`config.mk`:
```
export PLATFORM = sky130hd
export DESIGN_NAME = owire_host
export DESIGN_NICKNAME = d
export VERILOG_FILES = /design/src/rtl/owire_pkg.sv /design/src/rtl/owire_tick.sv /design/src/rtl/owire_seq.sv /design/src/rtl/owire_regs.sv /design/src/rtl/owire_host.sv
export SDC_FILE = /design/constraint.sdc
export NUM_CORES = 1
export LEC_CHECK = 0
export BUFFER_PORTS_ARGS = -buffer_cell sky130_fd_sc_hd__buf_2
export CAP_MARGIN = 0
export CORE_MARGIN = 2
export CORE_UTILIZATION = 48
export CTS_CLUSTER_DIAMETER = 50
export DETAILED_ROUTE_END_ITERATION = 10
export PLACE_DENSITY = 0.64
export REMOVE_ABC_BUFFERS = 1
export SYNTH_ARGS = -nofsm -noshare
export SYNTH_HDL_FRONTEND = slang
export SYNTH_SLANG_ARGS = --single-unit
```
`constraint.sdc`:
```
create_clock -name clk -period 5.76 [get_ports clk]
set_input_delay 0.288 -clock clk [delete_from_list [all_inputs] [get_ports clk]]
set_output_delay 0.288 -clock clk [all_outputs]
set_load 0.005 [all_outputs]
```
`src/rtl/owire_pkg.sv`:
```
package owire_pkg;

   typedef enum logic [1:0] {
      OP_IDLE  = 2'd0,
      OP_RESET = 2'd1,
      OP_WR0   = 2'd2,
      OP_WR1   = 2'd3
   } op_e;

   // control register bit positions (host software decodes these)
   localparam int unsigned CTL_RST_BIT  = 7;
   localparam int unsigned CTL_PRES_BIT = 6;
   localparam int unsigned CTL_W0_BIT   = 5;
   localparam int unsigned CTL_W1_BIT   = 4;
   localparam int unsigned CTL_RD_BIT   = 3;
   localparam int unsigned ABORT_BIT    = 0;

   localparam int unsigned REG_W = 8;

endpackage

```
`src/rtl/owire_tick.sv`:
```
module owire_tick #(
   parameter int unsigned DIV_W = 8
) (
   input  logic             clk,
   input  logic             rst_n,
   input  logic             run,
   input  logic             restart,
   input  logic [DIV_W-1:0] div,
   output logic             tick
);

   logic [DIV_W-1:0] pre_q;

   always_ff @(posedge clk or negedge rst_n) begin
      if (!rst_n) begin
         pre_q <= '0;
      end else if (restart || !run) begin
         pre_q <= '0;
      end else if (pre_q == div) begin
         pre_q <= '0;
      end else begin
         pre_q <= pre_q + 1'b1;
      end
   end

   assign tick = run && !restart && (pre_q == div);

   // with a non-zero, unchanged divider two ticks never touch
   assert_tick_gap_R2: assert property (@(posedge clk) disable iff (!rst_n)
      (tick && div != '0 && !restart) |=> (!tick || !$stable(div)));

endmodule

```
`src/rtl/owire_seq.sv`:
```
module owire_seq
   import owire_pkg::*;
#(
   parameter int unsigned RST_LOW_T    = 480,
   parameter int unsigned RST_SAMPLE_T = 550,
   parameter int unsigned RST_WIN_T    = 960,
   parameter int unsigned W0_LOW_T     = 60,
   parameter int unsigned W1_LOW_T     = 6,
   parameter int unsigned W1_SAMPLE_T  = 15,
   parameter int unsigned SLOT_T       = 60,
   parameter int unsigned RECOV_T      = 10
) (
   input  logic clk,
   input  logic rst_n,
   input  op_e  start_op,
   input  logic abort_i,
   input  logic tick,
   output op_e  op_o,
   output logic pull_low_o,
   output logic sample_stb_o,
   output logic done_o
);

   localparam int unsigned CNT_W = $clog2(RST_WIN_T + 1);
   localparam logic [CNT_W-1:0] RST_LAST  = CNT_W'(RST_WIN_T - 1);
   localparam logic [CNT_W-1:0] SLOT_LAST = CNT_W'(SLOT_T + RECOV_T - 1);
   localparam logic [CNT_W-1:0] RST_SMP   = CNT_W'(RST_SAMPLE_T - 1);
   localparam logic [CNT_W-1:0] W1_SMP    = CNT_W'(W1_SAMPLE_T - 1);
   localparam logic [CNT_W-1:0] RST_LOW   = CNT_W'(RST_LOW_T);
   localparam logic [CNT_W-1:0] W0_LOW    = CNT_W'(W0_LOW_T);
   localparam logic [CNT_W-1:0] W1_LOW    = CNT_W'(W1_LOW_T);

   op_e              op_q;
   logic [CNT_W-1:0] t_q;
   logic [CNT_W-1:0] t_last;
   logic [CNT_W-1:0] t_smp;
   logic             has_smp;

   always_comb begin
      t_last  = SLOT_LAST;
      t_smp   = W1_SMP;
      has_smp = 1'b0;
      unique case (op_q)
         OP_RESET: begin
            t_last  = RST_LAST;
            t_smp   = RST_SMP;
            has_smp = 1'b1;
         end
         OP_WR1:   has_smp = 1'b1;
         default:  has_smp = 1'b0;
      endcase
   end

   always_comb begin
      unique case (op_q)
         OP_RESET: pull_low_o = (t_q < RST_LOW);
         OP_WR0:   pull_low_o = (t_q < W0_LOW);
         OP_WR1:   pull_low_o = (t_q < W1_LOW);
         default:  pull_low_o = 1'b0;
      endcase
   end

   assign done_o       = tick && (op_q != OP_IDLE) && (t_q == t_last);
   assign sample_stb_o = tick && has_smp && (t_q == t_smp);
   assign op_o         = op_q;

   always_ff @(posedge clk or negedge rst_n) begin
      if (!rst_n) begin
         op_q <= OP_IDLE;
         t_q  <= '0;
      end else if (abort_i) begin
         op_q <= OP_IDLE;
         t_q  <= '0;
      end else if (op_q == OP_IDLE) begin
         if (start_op != OP_IDLE) begin
            op_q <= start_op;
            t_q  <= '0;
         end
      end else if (tick) begin
         if (done_o) begin
            op_q <= OP_IDLE;
            t_q  <= '0;
         end else begin
            t_q <= t_q + 1'b1;
         end
      end
   end

   // a running operation keeps its kind until it completes or is aborted
   assert_op_hold_R7: assert property (@(posedge clk) disable iff (!rst_n)
      (op_q != OP_IDLE && !abort_i && !done_o) |=> (op_q == $past(op_q)));

   // the tick count never passes the last tick of the operation
   assert_count_bound_R3: assert property (@(posedge clk) disable iff (!rst_n)
      (op_q != OP_IDLE) |-> (t_q <= t_last));

   // an abort leaves the sequencer idle with the line released
   assert_abort_idle_R9: assert property (@(posedge clk) disable iff (!rst_n)
      abort_i |=> (op_q == OP_IDLE && !pull_low_o));

endmodule

```
`src/rtl/owire_regs.sv`:
```
module owire_regs
   import owire_pkg::*;
#(
   parameter int unsigned ADDR_W    = 3,
   parameter int unsigned DIV_W     = 8,
   parameter int unsigned DIV_RESET = 0,
   parameter int unsigned CTRL_OFF  = 0,
   parameter int unsigned DIV_OFF   = 2,
   parameter int unsigned ABORT_OFF = 4
) (
   input  logic              clk,
   input  logic              rst_n,
   input  logic              bus_sel,
   input  logic              bus_we,
   input  logic [ADDR_W-1:0] bus_addr,
   input  logic [REG_W-1:0]  bus_wdata,
   output logic [REG_W-1:0]  bus_rdata,
   input  op_e               op,
   input  logic              done,
   input  logic              sample_stb,
   input  logic              sample_val,
   output op_e               start_op,
   output logic              abort_o,
   output logic [DIV_W-1:0]  div_o
);

   localparam logic [ADDR_W-1:0] A_CTRL  = ADDR_W'(CTRL_OFF);
   localparam logic [ADDR_W-1:0] A_DIV   = ADDR_W'(DIV_OFF);
   localparam logic [ADDR_W-1:0] A_ABORT = ADDR_W'(ABORT_OFF);

   logic       wr_ctl;
   logic       wr_div;
   logic [2:0] cmd_q;      // {reset, write-0, write-1/read}
   logic       pres_q;
   logic       rd_q;
   logic [DIV_W-1:0] div_q;

   assign wr_ctl  = bus_sel && bus_we && (bus_addr == A_CTRL);
   assign wr_div  = bus_sel && bus_we && (bus_addr == A_DIV);
   assign abort_o = bus_sel && bus_we && (bus_addr == A_ABORT) && bus_wdata[ABORT_BIT];

   // fixed acceptance order: reset, then write-0, then write-1/read
   always_comb begin
      start_op = OP_IDLE;
      if (wr_ctl && op == OP_IDLE) begin
         if (bus_wdata[CTL_RST_BIT])     start_op = OP_RESET;
         else if (bus_wdata[CTL_W0_BIT]) start_op = OP_WR0;
         else if (bus_wdata[CTL_W1_BIT]) start_op = OP_WR1;
      end
   end

   always_ff @(posedge clk or negedge rst_n) begin
      if (!rst_n) begin
         cmd_q  <= '0;
         pres_q <= 1'b0;
         rd_q   <= 1'b0;
         div_q  <= DIV_W'(DIV_RESET);
      end else begin
         if (wr_div) div_q <= bus_wdata[DIV_W-1:0];
         if (abort_o) begin
            cmd_q  <= '0;
            pres_q <= 1'b0;
            rd_q   <= 1'b0;
         end else begin
            if (start_op != OP_IDLE) begin
               cmd_q <= {start_op == OP_RESET, start_op == OP_WR0, start_op == OP_WR1};
            end else if (done) begin
               cmd_q <= '0;
            end
            if (sample_stb && op == OP_RESET) pres_q <= !sample_val;
            if (sample_stb && op == OP_WR1)   rd_q   <= sample_val;
         end
      end
   end

   assign div_o = div_q;

   always_comb begin
      bus_rdata = '0;
      if (bus_addr == A_CTRL) begin
         bus_rdata[CTL_RST_BIT]  = cmd_q[2];
         bus_rdata[CTL_PRES_BIT] = pres_q;
         bus_rdata[CTL_W0_BIT]   = cmd_q[1];
         bus_rdata[CTL_W1_BIT]   = cmd_q[0];
         bus_rdata[CTL_RD_BIT]   = rd_q;
      end else if (bus_addr == A_DIV) begin
         bus_rdata = REG_W'(div_q);
      end
   end

   // a command bit is visible exactly while the sequencer is busy
   assert_cmd_busy_R7: assert property (@(posedge clk) disable iff (!rst_n)
      ((|cmd_q) == (op != OP_IDLE)));

   // at most one command bit is ever set
   assert_cmd_onehot_R8: assert property (@(posedge clk) disable iff (!rst_n)
      $onehot0(cmd_q));

   // presence changes only on a sample or an abort
   assert_pres_hold_R4: assert property (@(posedge clk) disable iff (!rst_n)
      !$stable(pres_q) |-> $past(sample_stb || abort_o));

endmodule

```
`src/rtl/owire_host.sv`:
```
module owire_host
   import owire_pkg::*;
#(
   parameter int unsigned ADDR_W       = 3,
   parameter int unsigned DIV_W        = 8,
   parameter int unsigned DIV_RESET    = 0,
   parameter int unsigned SYNC_STAGES  = 2,
   parameter int unsigned CTRL_OFF     = 0,
   parameter int unsigned DIV_OFF      = 2,
   parameter int unsigned ABORT_OFF    = 4,
   parameter int unsigned RST_LOW_T    = 480,
   parameter int unsigned RST_SAMPLE_T = 550,
   parameter int unsigned RST_WIN_T    = 960,
   parameter int unsigned W0_LOW_T     = 60,
   parameter int unsigned W1_LOW_T     = 6,
   parameter int unsigned W1_SAMPLE_T  = 15,
   parameter int unsigned SLOT_T       = 60,
   parameter int unsigned RECOV_T      = 10
) (
   input  logic              clk,
   input  logic              rst_n,
   input  logic              bus_sel,
   input  logic              bus_we,
   input  logic [ADDR_W-1:0] bus_addr,
   input  logic [7:0]        bus_wdata,
   output logic [7:0]        bus_rdata,
   output logic              line_pull_low,
   input  logic              line_sense
);

   // elaboration-time parameter checks
   if (DIV_W < 1 || DIV_W > REG_W) begin : g_bad_div
      $error("DIV_W must lie in 1..8");
   end
   if (SYNC_STAGES > 4) begin : g_bad_sync
      $error("SYNC_STAGES must not exceed 4");
   end
   if (CTRL_OFF == DIV_OFF || CTRL_OFF == ABORT_OFF || DIV_OFF == ABORT_OFF) begin : g_bad_map
      $error("register offsets must differ");
   end
   if (RST_SAMPLE_T <= RST_LOW_T || RST_WIN_T <= RST_SAMPLE_T) begin : g_bad_rst
      $error("reset timing must satisfy low < sample < window");
   end
   if (W1_SAMPLE_T <= W1_LOW_T || W1_SAMPLE_T > SLOT_T || W0_LOW_T > SLOT_T) begin : g_bad_slot
      $error("slot timing out of order");
   end
   if (RECOV_T < 1 || SLOT_T + RECOV_T > RST_WIN_T) begin : g_bad_rec
      $error("recovery time out of range");
   end

   op_e              op;
   op_e              start_op;
   logic             abort;
   logic             tick;
   logic             done;
   logic             sample_stb;
   logic             sense_s;
   logic [DIV_W-1:0] div;

   // line input synchroniser: a parameter picks the variant
   if (SYNC_STAGES == 0) begin : g_nosync
      assign sense_s = line_sense;
   end else begin : g_sync
      logic [SYNC_STAGES-1:0] sh_q;
      always_ff @(posedge clk or negedge rst_n) begin
         if (!rst_n) begin
            sh_q <= '1;
         end else begin
            sh_q[0] <= line_sense;
            for (int k = 1; k < SYNC_STAGES; k++) sh_q[k] <= sh_q[k-1];
         end
      end
      assign sense_s = sh_q[SYNC_STAGES-1];
   end

   owire_regs #(
      .ADDR_W(ADDR_W), .DIV_W(DIV_W), .DIV_RESET(DIV_RESET),
      .CTRL_OFF(CTRL_OFF), .DIV_OFF(DIV_OFF), .ABORT_OFF(ABORT_OFF)
   ) u_regs (
      .clk(clk), .rst_n(rst_n),
      .bus_sel(bus_sel), .bus_we(bus_we), .bus_addr(bus_addr),
      .bus_wdata(bus_wdata), .bus_rdata(bus_rdata),
      .op(op), .done(done), .sample_stb(sample_stb), .sample_val(sense_s),
      .start_op(start_op), .abort_o(abort), .div_o(div)
   );

   owire_tick #(.DIV_W(DIV_W)) u_tick (
      .clk(clk), .rst_n(rst_n),
      .run(op != OP_IDLE), .restart(start_op != OP_IDLE),
      .div(div), .tick(tick)
   );

   owire_seq #(
      .RST_LOW_T(RST_LOW_T), .RST_SAMPLE_T(RST_SAMPLE_T), .RST_WIN_T(RST_WIN_T),
      .W0_LOW_T(W0_LOW_T), .W1_LOW_T(W1_LOW_T), .W1_SAMPLE_T(W1_SAMPLE_T),
      .SLOT_T(SLOT_T), .RECOV_T(RECOV_T)
   ) u_seq (
      .clk(clk), .rst_n(rst_n),
      .start_op(start_op), .abort_i(abort), .tick(tick),
      .op_o(op), .pull_low_o(line_pull_low),
      .sample_stb_o(sample_stb), .done_o(done)
   );

   // the line only starts being pulled right after an accepted command
   assert_pull_start_R11: assert property (@(posedge clk) disable iff (!rst_n)
      $rose(line_pull_low) |-> $past(start_op != OP_IDLE));

endmodule

```
; After elaboration in Yosys (flattened, before gate mapping)
; Index checks and enable logic that the tools add are counted.
[word_totals]
ff_bits = 35
inputBits = 16
output_inout_bits = 9
word_cells = 85
[op_classes]
add_sub_neg = 2
magnitude_cmp = 3
eq_ne = 12
muxes = 30
n_reduce_logical = 30
[ops]
columns = cell, count
row1 = two-way mux 10 bit, 7
row2 = two-way mux 8 bit, 3
row3 = equality test 10 bit, 2
row4 = two-way mux 2 bit, 9
row5 = logical AND 1 bit, 14
row6 = two-way mux 3 bit, 4
row7 = adder 10 x 1 -> 10 bit (second input constant), 1
row8 = less-than comparator 10 x 3 -> 1 bit (second input constant), 1
row9 = less-than comparator 10 x 6 -> 1 bit (second input constant), 1
row10 = less-than comparator 10 x 9 -> 1 bit (second input constant), 1
row11 = nonzero test 3 bit, 3
row12 = adder 8 x 1 -> 8 bit (second input constant), 1
row13 = equality test 2 bit (second input constant), 4
row14 = equality test 8 bit, 1
row15 = nonzero test 2 bit, 4
row16 = two-way mux 1 bit, 5
row17 = two-way mux 5 bit, 1
row18 = equality test 2 x 1 -> 1 bit (second input constant), 2
row19 = equality test 3 x 2 -> 1 bit (second input constant), 1
row20 = equality test 3 bit (second input constant), 1
row21 = logical NOT 1 bit, 3
row22 = logical NOT 3 bit, 1
row23 = != test 3 x 2 -> 1 bit (second input constant), 1
row24 = case mux 1 bit (3 select lines), 1
row25 = 5 further kinds, 5

; Depth between registers and ports, before layout
; Gate-level depths: netlist of run 1.
[logic_depth]
ltp_word = 14
ltp_mapped = 8
depth_no_buf = 6

; Hierarchy
; From an unflattened synthesis of run 1, not the netlist that was laid out.
[unflattened]
cells_unflattened = 214
hier_area_um2 = 2215.9
[modules_own_cells]
columns = mod, instances, cells_per_inst, area_per_inst_um2, seq_area_each_um2
row1 = owire_seq, 1, 105, 903.4, 300.3
row2 = owire_regs, 1, 58, 726.9, 325.3
row3 = owire_tick, 1, 47, 520.5, 200.2
row4 = owire_host, 1, 4, 65.1, 52.6

; Least setup slack after synthesis of run 1
; No wires, ideal clock.
[synth_timing]
kind = reg-to-reg
startpoint = register u_seq.op_q[1], in the netlist u_seq.op_o[1]
endpoint = register u_seq.t_q[9]
setup_ps = 121
arrival_ps = 1883
t_required_ps = 5639
path_slack_ps = 3756
stages_incl_launch_ff = 8
path_buffers = 2
synth_period_minus_slack_ps = 2004
cell_sequence = dfrtp_1 or2_1 buf_6 or3_4 buf_6 o22a_4 a32o_1 a22o_1
[synth_via]
elab_chain_len = 13
word_cells_on_any_way = 20
classes_between = eq/ne (3) / mux (6) / reduce/logical (11)
[synth_rtl]
columns = element, line
row1 = from (decl), owire_seq.sv:33  ; op_e op_q;
row2 = from (signal assigned), owire_seq.sv:76  ; op_q <= start_op;
row3 = logical NOT 2 bit, "owire_seq.sv:74, owire_regs.sv:45"
row4 = logical AND 1 bit, owire_regs.sv:45  ; if (wr_ctl && op == OP_IDLE) begin
row5 = two-way mux 2 bit, owire_regs.sv:45
row6 = nonzero test 2 bit, "owire_seq.sv:75, owire_host.sv:89"
row7 = logical NOT 1 bit, owire_tick.sv:26  ; assign tick = run && !restart && (pre_q == div);
row8 = logical AND 1 bit (2 in a row), owire_tick.sv:26
row9 = logical AND 1 bit (2 in a row), owire_seq.sv:63  ; assign done_o = tick && (op_q != OP_IDLE) && (t_q == t_last);
row10 = two-way mux 10 bit, owire_seq.sv:80  ; if (done_o) begin
row11 = two-way mux 10 bit, owire_seq.sv:79  ; end else if (tick) begin
row12 = two-way mux 10 bit, owire_seq.sv:74  ; end else if (op_q == OP_IDLE) begin
row13 = two-way mux 10 bit, owire_seq.sv:71  ; end else if (abort_i) begin
row14 = to (signal assigned), owire_seq.sv:84  ; t_q <= t_q + 1'b1;
row15 = to (decl), owire_seq.sv:34  ; logic [CNT_W-1:0] t_q;
; Parallel ways exist; a longest one is shown, timed or not. The select of a mux whose other input is x is not followed.
; A chain may end at the register's enable or synchronous reset.

; Final worst setup path of run 1
[layout_timing]
startpoint = register u_regs.div_q[7], in the netlist u_regs.div_o[7]
endpoint = register u_seq.t_q[9]
[layout_via]
elab_chain_len = 8
word_cells_on_any_way = 10
classes_between = eq/ne (1) / mux (4) / reduce/logical (5)
[layout_rtl]
columns = element, line
row1 = from (decl), owire_regs.sv:36  ; logic [DIV_W-1:0] div_q;
row2 = from (signal assigned), owire_regs.sv:57  ; div_q <= DIV_W'(DIV_RESET);
row3 = from (signal assigned), owire_regs.sv:59  ; if (wr_div) div_q <= bus_wdata[DIV_W-1:0];
row4 = equality test 8 bit *, owire_tick.sv:26
row5 = logical AND 1 bit *, owire_tick.sv:26
row6 = logical AND 1 bit (2 in a row), owire_seq.sv:63
row7 = two-way mux 10 bit, owire_seq.sv:80
row8 = two-way mux 10 bit, owire_seq.sv:79
row9 = two-way mux 10 bit, owire_seq.sv:74
row10 = two-way mux 10 bit, owire_seq.sv:71
; Every way passes the cells marked *; elsewhere a longest branch is shown, timed or not. The select of a mux whose other input is x is not followed.

==> impl_metrics.json, run 1 <==
{
  "status": "finished clean",
  "netlist_area_sq_mm": 0.00212,
  "numPortBuffers": 24,
  "gp_congestion": 0.845,
  "end_kind": "register",
  "reg2reg_from": "u_regs.div_o[7]$_DFFE_PN0P_",
  "dieArea_sq_mm": 0.00497,
  "fin_crit_sh_pct": 39.8,
  "finalNetCount": 253,
  "root_buffer": "clkbuf_8",
  "routed_wl_um": 4560,
  "cp_slowest_cell": "nor4_2",
  "clock-sinks": 35,
  "drt-initial-drc-count": 110,
  "worst_setup_path_start_kind": "register",
  "routed_via_density": 5.87,
  "slew_headroom_pct": 49.3,
  "synth_top_cell_area_share_pct": 38.9,
  "regToRegSetupSlack_ns": 3.47,
  "cpLargestDelayFamily": "simple AND/OR/NAND/NOR gates",
  "clk_pin_slew_worst_paths_ns": 0.07,
  "max_stage_delay_ns": 0.51,
  "die_h_um": 70.5,
  "place_inst": 280,
  "antenna_left": 0,
  "crit_chain": "xor2_1, nor4_2, nand3_1, a32o_1, a22o_1",
  "coreArea_sq_mm": 0.00429,
  "synthFlopType": "dfrtp_1",
  "p_per_area_mw_per_mm2": 228,
  "dp_hpwl_um": 3270,
  "grt_setup_unrepaired": "false",
  "fmaxAchievable_mhz": 436,
  "avgRoutedWirePerCell_um": 15.8,
  "path_class": "register to register",
  "drive_above_1_share_pct": 24.6,
  "antenna_found_initial": 0,
  "die_x_um": 70.5,
  "yosys.area.top_type": "dfrtp_1",
  "h-tree-depth": 2,
  "finClkSkew_ns": 0.00727,
  "r2r.worst_path.cells": 5,
  "place_area_sq_mm": 0.00222,
  "worstPathMaxFanout": 12,
  "nFillCells": 393,
  "setup_ws_ns": 3.47,
  "path_depth": 5,
  "synth_warnings": 0,
  "grt_usage_pct": 19.9,
  "syn_inst": 216,
  "hold_buffers": 0,
  "synth_edf_count": 0,
  "ctsResizeCount": 0,
  "start_util_pct": 49.4,
  "area_growth_syn_to_layout_pct": 8.60,
  "required_ns": 5.94,
  "io_pins": 25,
  "route.detailed.drc": 0,
  "fin_tns_setup_ns": 0,
  "yosysSeqAreaShare_pct": 41.4,
  "setup.worst_path.start": "u_regs.div_o[7]$_DFFE_PN0P_",
  "ys_top_cells_by_area": "dfrtp_1 39%, xor2_1 4.9%, mux2_2 4.2%, nor2_1 3.4%, mux2i_1 3.3%",
  "ir_drop_mv": 0.128,
  "avgSynthCellArea_sq_um": 9.83,
  "gr-total-overflow": 0,
  "grt_pass1_vias": 1627,
  "fin_crit_ns": 2.29,
  "yosysUniqueCellTypes": 58,
  "diodes": 0,
  "cts_buffers": 5,
  "p_leak_nw": 1.00,
  "crit_arrival_ns": 2.47,
  "via_count": 1690,
  "holdCritPathClass": "input pin to asynchronous set/reset pin",
  "clk_latency_ns": 0.29,
  "synthArstFlopShare_pct": 100,
  "grt_pass1_wl_um": 7740,
  "drv_slew": 0,
  "finalSetupViolations": 0,
  "worst_slew_pin_slew_ns": 0.760,
  "rows": 24,
  "hold_viol_final": 0,
  "stdcell_area_sq_mm": 0.00231,
  "critPathBufInv": 0,
  "cts_tree": "done",
  "grt_max_degree": 36,
  "postCtsSetupBuffers": 0,
  "r2r-end": "u_seq.t_q[9]$_DFFE_PN0P_",
  "endpoint": "u_seq.t_q[9]$_DFFE_PN0P_",
  "pre_cts_slack_ns": 3.47,
  "dr.pass1.iters": 4,
  "maxCapViolations": 0,
  "synth-seq-cells": 35,
  "instances_no_fill": 288,
  "clockBufferDepth": 2
}
-- cell families (layout without fill, tap and decap cells) --
logic type	after synthesis	after routing	share of synthesized area, %
AND/OR/NAND/NOR	91	91	23.9
buffers and inverters	19	39	5.19
adder cells (fa/ha/maj)	2	2	1.18
multiplexers	15	15	7.54
flip-flops	35	35	41.4
AO/OA/AOI/OAI	40	40	15.1
XOR/XNOR	14	14	5.78
-- placed cells by master, fill, tap and decap left out, types with 4 or more instances in the layout --
cell type / count
xor2_1: 12
or2_2: 5
and3_1: 8
o21ai_0: 4
dfrtp_1: 33
a21oi_1: 4
mux2i_1: 7
mux2_2: 8
clkbuf_8: 5
o211ai_1: 4
nor3_1: 6
inv_1: 7
nand3_1: 14
nor2_1: 19
or3_1: 4
buf_2: 24
nand2_1: 12
-- area by class of cell --
cell class              instances  area (sq um)  area share, %
repair buffers                 24           120           5.21
multi-input cells             162          1130           49.2
inverters                       7          26.3           1.14
clock buffers                   7          76.3           3.31
well taps                      52          65.1           2.82
clock inverters                 1          5.00          0.217
flip-flops and latches         35           878           38.1
-- routing by layer --
metal	wire [um]	vias up	GRT usage (%)
met5	0	-	0
met4	65	0	6.84
met3	251	5	4.91
met2	2000	47	29.8
met1	2250	803	28.3
li1	-	835	-
-- synthesized netlist by cell type, types with 2 or more instances --
cell type and number:
a21oi_1 4, a31oi_1 3, a32oi_1 2, and3_1 8, and3_2 2, and4_1 2, buf_2 4, buf_6 4
clkbuf_1 3, dfrtp_1 33, dfstp_2 2, ha_1 2, inv_1 7, mux2_2 8, mux2i_1 7, nand2_1 12
nand2b_1 2, nand3_1 14, nand4_1 3, nand4b_1 2, nor2_1 19, nor3_1 6, nor4_1 2, nor4_2 2
o211ai_1 4, o21ai_0 4, o21ai_1 3, o22ai_1 2, or2_1 2, or2_2 5, or3_1 4, xnor2_1 2
xor2_1 12
-- metrics by stage --
step / hold WS, ns / total power, mW / util [%]
finish: 0.0621 / 0.525 / 53.7
global route: 0.0848 / 0.554 / 53.7
CTS: 0.0891 / 0.532 / 53.7
detailed placement: 0.347 / 0.359 / 51.8
global placement: 0.346 / 0.358 / 51.8
floorplan: -0.00759 / 0.331 / -
-- state kept, by name, indices dropped and copies added (netlist names) --
| name | flops |
|---|---|
| u_regs.pres_q | 1 |
| u_seq.op_o | 2 |
| g_sync.sh_q | 2 |
| u_regs.rd_q | 1 |
| u_regs.div_o | 8 |
| u_regs.cmd_q | 3 |
| u_seq.t_q | 10 |
| u_tick.pre_q | 8 |
-- where the power goes --
| part | switching, mW | internal (mW) |
|---|---|---|
| Combinational | 0.0359 | 0.0342 |
| Sequential | 0.0179 | 0.266 |
| Clock | 0.0862 | 0.0848 |
-- how the worst min path moves through the flow --
stage	end	slack, ns	depth (start not counted)
CTS	g_sync.sh_q[0]$_DFF_PN1_	0.09	1
global placement	g_sync.sh_q[1]$_DFF_PN1_	0.35	0
floorplan	u_regs.cmd_q[0]$_DFFE_PN0P_	-0.008	0
detailed placement	g_sync.sh_q[1]$_DFF_PN1_	0.35	0
global route	g_sync.sh_q[0]$_DFF_PN1_	0.08	1
finish	u_regs.cmd_q[0]$_DFFE_PN0P_	0.06	1
No activity file was read; power rests on OpenSTA's default activity.
==> run 2: changes to the inputs <==
- PLACE_DENSITY: 0.64 -> 0.66
- clock period: 5.76 -> 2.1 ns (I/O delays scaled with it)
==> run 2 against run 1 <==
Compared with the run above: sequential share of layout area down 2.2 points; wire length grew 4.8%; sequential power grew to 2.7 times the previous value; sequential cell count did not move; power grew to 2.8 times the previous value; combinational power grew to 3.1 times the previous value; hold slack worse by 0.023 ns; global-route usage rose by 1.8 points; register-to-register slack worse by 3.3 ns; non-clock buffer count is 17 higher; worst setup slack got worse by 3.3 ns; core utilization is 3.5 points higher.
==> impl_metrics.json, run 2 (same netlist as run 1, synthesis figures left out) <==
{
  "status": "finished clean",
  "gp_congestion": 0.908,
  "numPortBuffers": 24,
  "antenna_left": 0,
  "finalNetCount": 270,
  "largest_reg_flops": 10,
  "clk_pin_slew_worst_paths_ns": 0.07,
  "worst_slew_pin_slew_ns": 0.790,
  "via_count": 1771,
  "avgRoutedWirePerCell_um": 15.7,
  "routed_wl_um": 4780,
  "hold_end": "u_regs.div_o[3]$_DFFE_PN0P_",
  "final_common_cell": "dfrtp_1",
  "p_leak_nw": 1.08,
  "h-tree-depth": 2,
  "r2r.worst_path.cells": 5,
  "die_h_um": 70.5,
  "finish.utilization_pct": 57.2,
  "path_class": "register to register",
  "dieArea_sq_mm": 0.00497,
  "clk_latency_ns": 0.29,
  "fin_tns_setup_ns": 0,
  "maxCapViolations": 0,
  "end_kind": "register",
  "fin_crit_ns": 1.97,
  "finalSetupViolations": 0,
  "worst_setup_path_start_kind": "register",
  "hold_ws_ns": 0.0396,
  "r2r-end": "u_seq.t_q[9]$_DFFE_PN0P_",
  "reg2reg_from": "u_seq.op_o[1]$_DFFE_PN0P_",
  "rows": 24,
  "layout_common_cells": "31 x dfrtp_1, 24 x buf_2, 19 x nor2_1",
  "hold_depth": 2,
  "holdCritPathClass": "input pin to register",
  "crit_arrival_ns": 2.16,
  "io_pins": 25,
  "finClkSkew_ns": 0.00618,
  "routed_via_density": 5.81,
  "diodes": 0,
  "dr.pass1.iters": 4,
  "root_buffer": "clkbuf_8",
  "top_register": "u_seq.t_q",
  "area_growth_syn_to_layout_pct": 15.7,
  "ir_drop_mv": 0.356,
  "grt_pass1_wl_um": 8410,
  "route.detailed.drc": 0,
  "coreArea_sq_mm": 0.00429,
  "hold_viol_final": 0,
  "regToRegSetupSlack_ns": 0.13,
  "grt_setup_unrepaired": "false",
  "grt_max_degree": 36,
  "worstHoldStart": "bus_wdata[3]",
  "p_per_area_mw_per_mm2": 602,
  "clock-sinks": 35,
  "gr-total-overflow": 0,
  "fmaxAchievable_mhz": 507,
  "grt_usage_pct": 21.7,
  "drive_above_1_share_pct": 30.0,
  "drv_slew": 0,
  "drt-initial-drc-count": 108,
  "dp_hpwl_um": 3570,
  "grt_pass1_vias": 1738,
  "cts_tree": "done",
  "start_util_pct": 49.4,
  "worstPathMaxFanout": 12,
  "clockBufferDepth": 2,
  "antenna_found_initial": 0,
  "die_x_um": 70.5,
  "power_mw": 1.48,
  "slew_headroom_pct": 47.3,
  "cts_buffers": 5,
  "required_ns": 2.28,
  "nFillCells": 394,
  "fin_crit_sh_pct": 94.0
}
[run 2: cell types whose count changed in the layout (fill, tap and decap cells not counted), sizes merged]
cell / delta
buf: +15
dlygate4sd3: +2
clkbuf: -1
clkinvlp: +1
[run 2: how the worst max path moves through the flow]
stage	to	start	depth (start not counted)	slack (ns)
after floorplan	u_seq.t_q[9]$_DFFE_PN0P_	u_seq.t_q[8]$_DFFE_PN0P_	5	0.14
after global placement	u_seq.t_q[9]$_DFFE_PN0P_	u_seq.op_o[0]$_DFFE_PN0P_	5	0.15
after detailed placement	u_seq.t_q[9]$_DFFE_PN0P_	u_seq.op_o[0]$_DFFE_PN0P_	5	0.13
after CTS	u_seq.t_q[9]$_DFFE_PN0P_	u_seq.op_o[0]$_DFFE_PN0P_	5	0.11
after global routing	u_seq.t_q[7]$_DFFE_PN0P_	u_seq.t_q[9]$_DFFE_PN0P_	6	0.01
final	u_seq.t_q[9]$_DFFE_PN0P_	u_seq.op_o[1]$_DFFE_PN0P_	5	0.13
[run 2: critical path: stages (launching register included)]
cell and delay, ns:
dfrtp_1 0.44, or2_1 0.26, or3_4 0.43, o22a_4 0.29
a32o_1 0.22, a22o_1 0.22
[run 2: what timing repair did]
| item | 4_1_cts | 5_1_grt |
|---|---|---|
| resized for setup | 0 | 3 |
| endpoints found under the setup margin | 0 | 1 |
| setup buffers | 0 | 0 |
| hold buffers | 2 | 0 |
| hold endpoints to repair | 34 | 0 |
[run 2: through the flow]
stage	setup WS, ns	cell area (sq um)	std cells
floorplan	0.138	2040	204
global placement	0.154	2340	295
detailed placement	0.134	2340	295
CTS	0.112	2440	305
global route	0.0138	2460	305
finish	0.126	2460	305
[run 2: metal layers]
layer  vias up  part of all wire (%)  track usage [%]
met5         -                     0                0
met4         0                   2.0             8.76
met3         9                   6.5             4.62
met2        67                    42             30.1
met1       829                    49             32.8
li1        866                     -                -
[run 2: cell type report]
type / instances / area (sq um) / share of cell area [%]
Multi-Input combinational cell: 162 / 1150 / 46.7
Sequential cell: 35 / 881 / 35.9
Timing Repair Buffer: 41 / 253 / 10.3
Clock buffer: 6 / 72.6 / 2.95
Tap cell: 52 / 65.1 / 2.65
Inverter: 7 / 26.3 / 1.07
Clock inverter: 2 / 12.5 / 0.509
[run 2: report_power, final]
part / internal, mW / switching (mW) / total (mW)
Sequential: 0.730 / 0.0466 / 0.776
Combinational: 0.109 / 0.108 / 0.218
Clock: 0.232 / 0.253 / 0.484
Total: 1.07 / 0.408 / 1.48
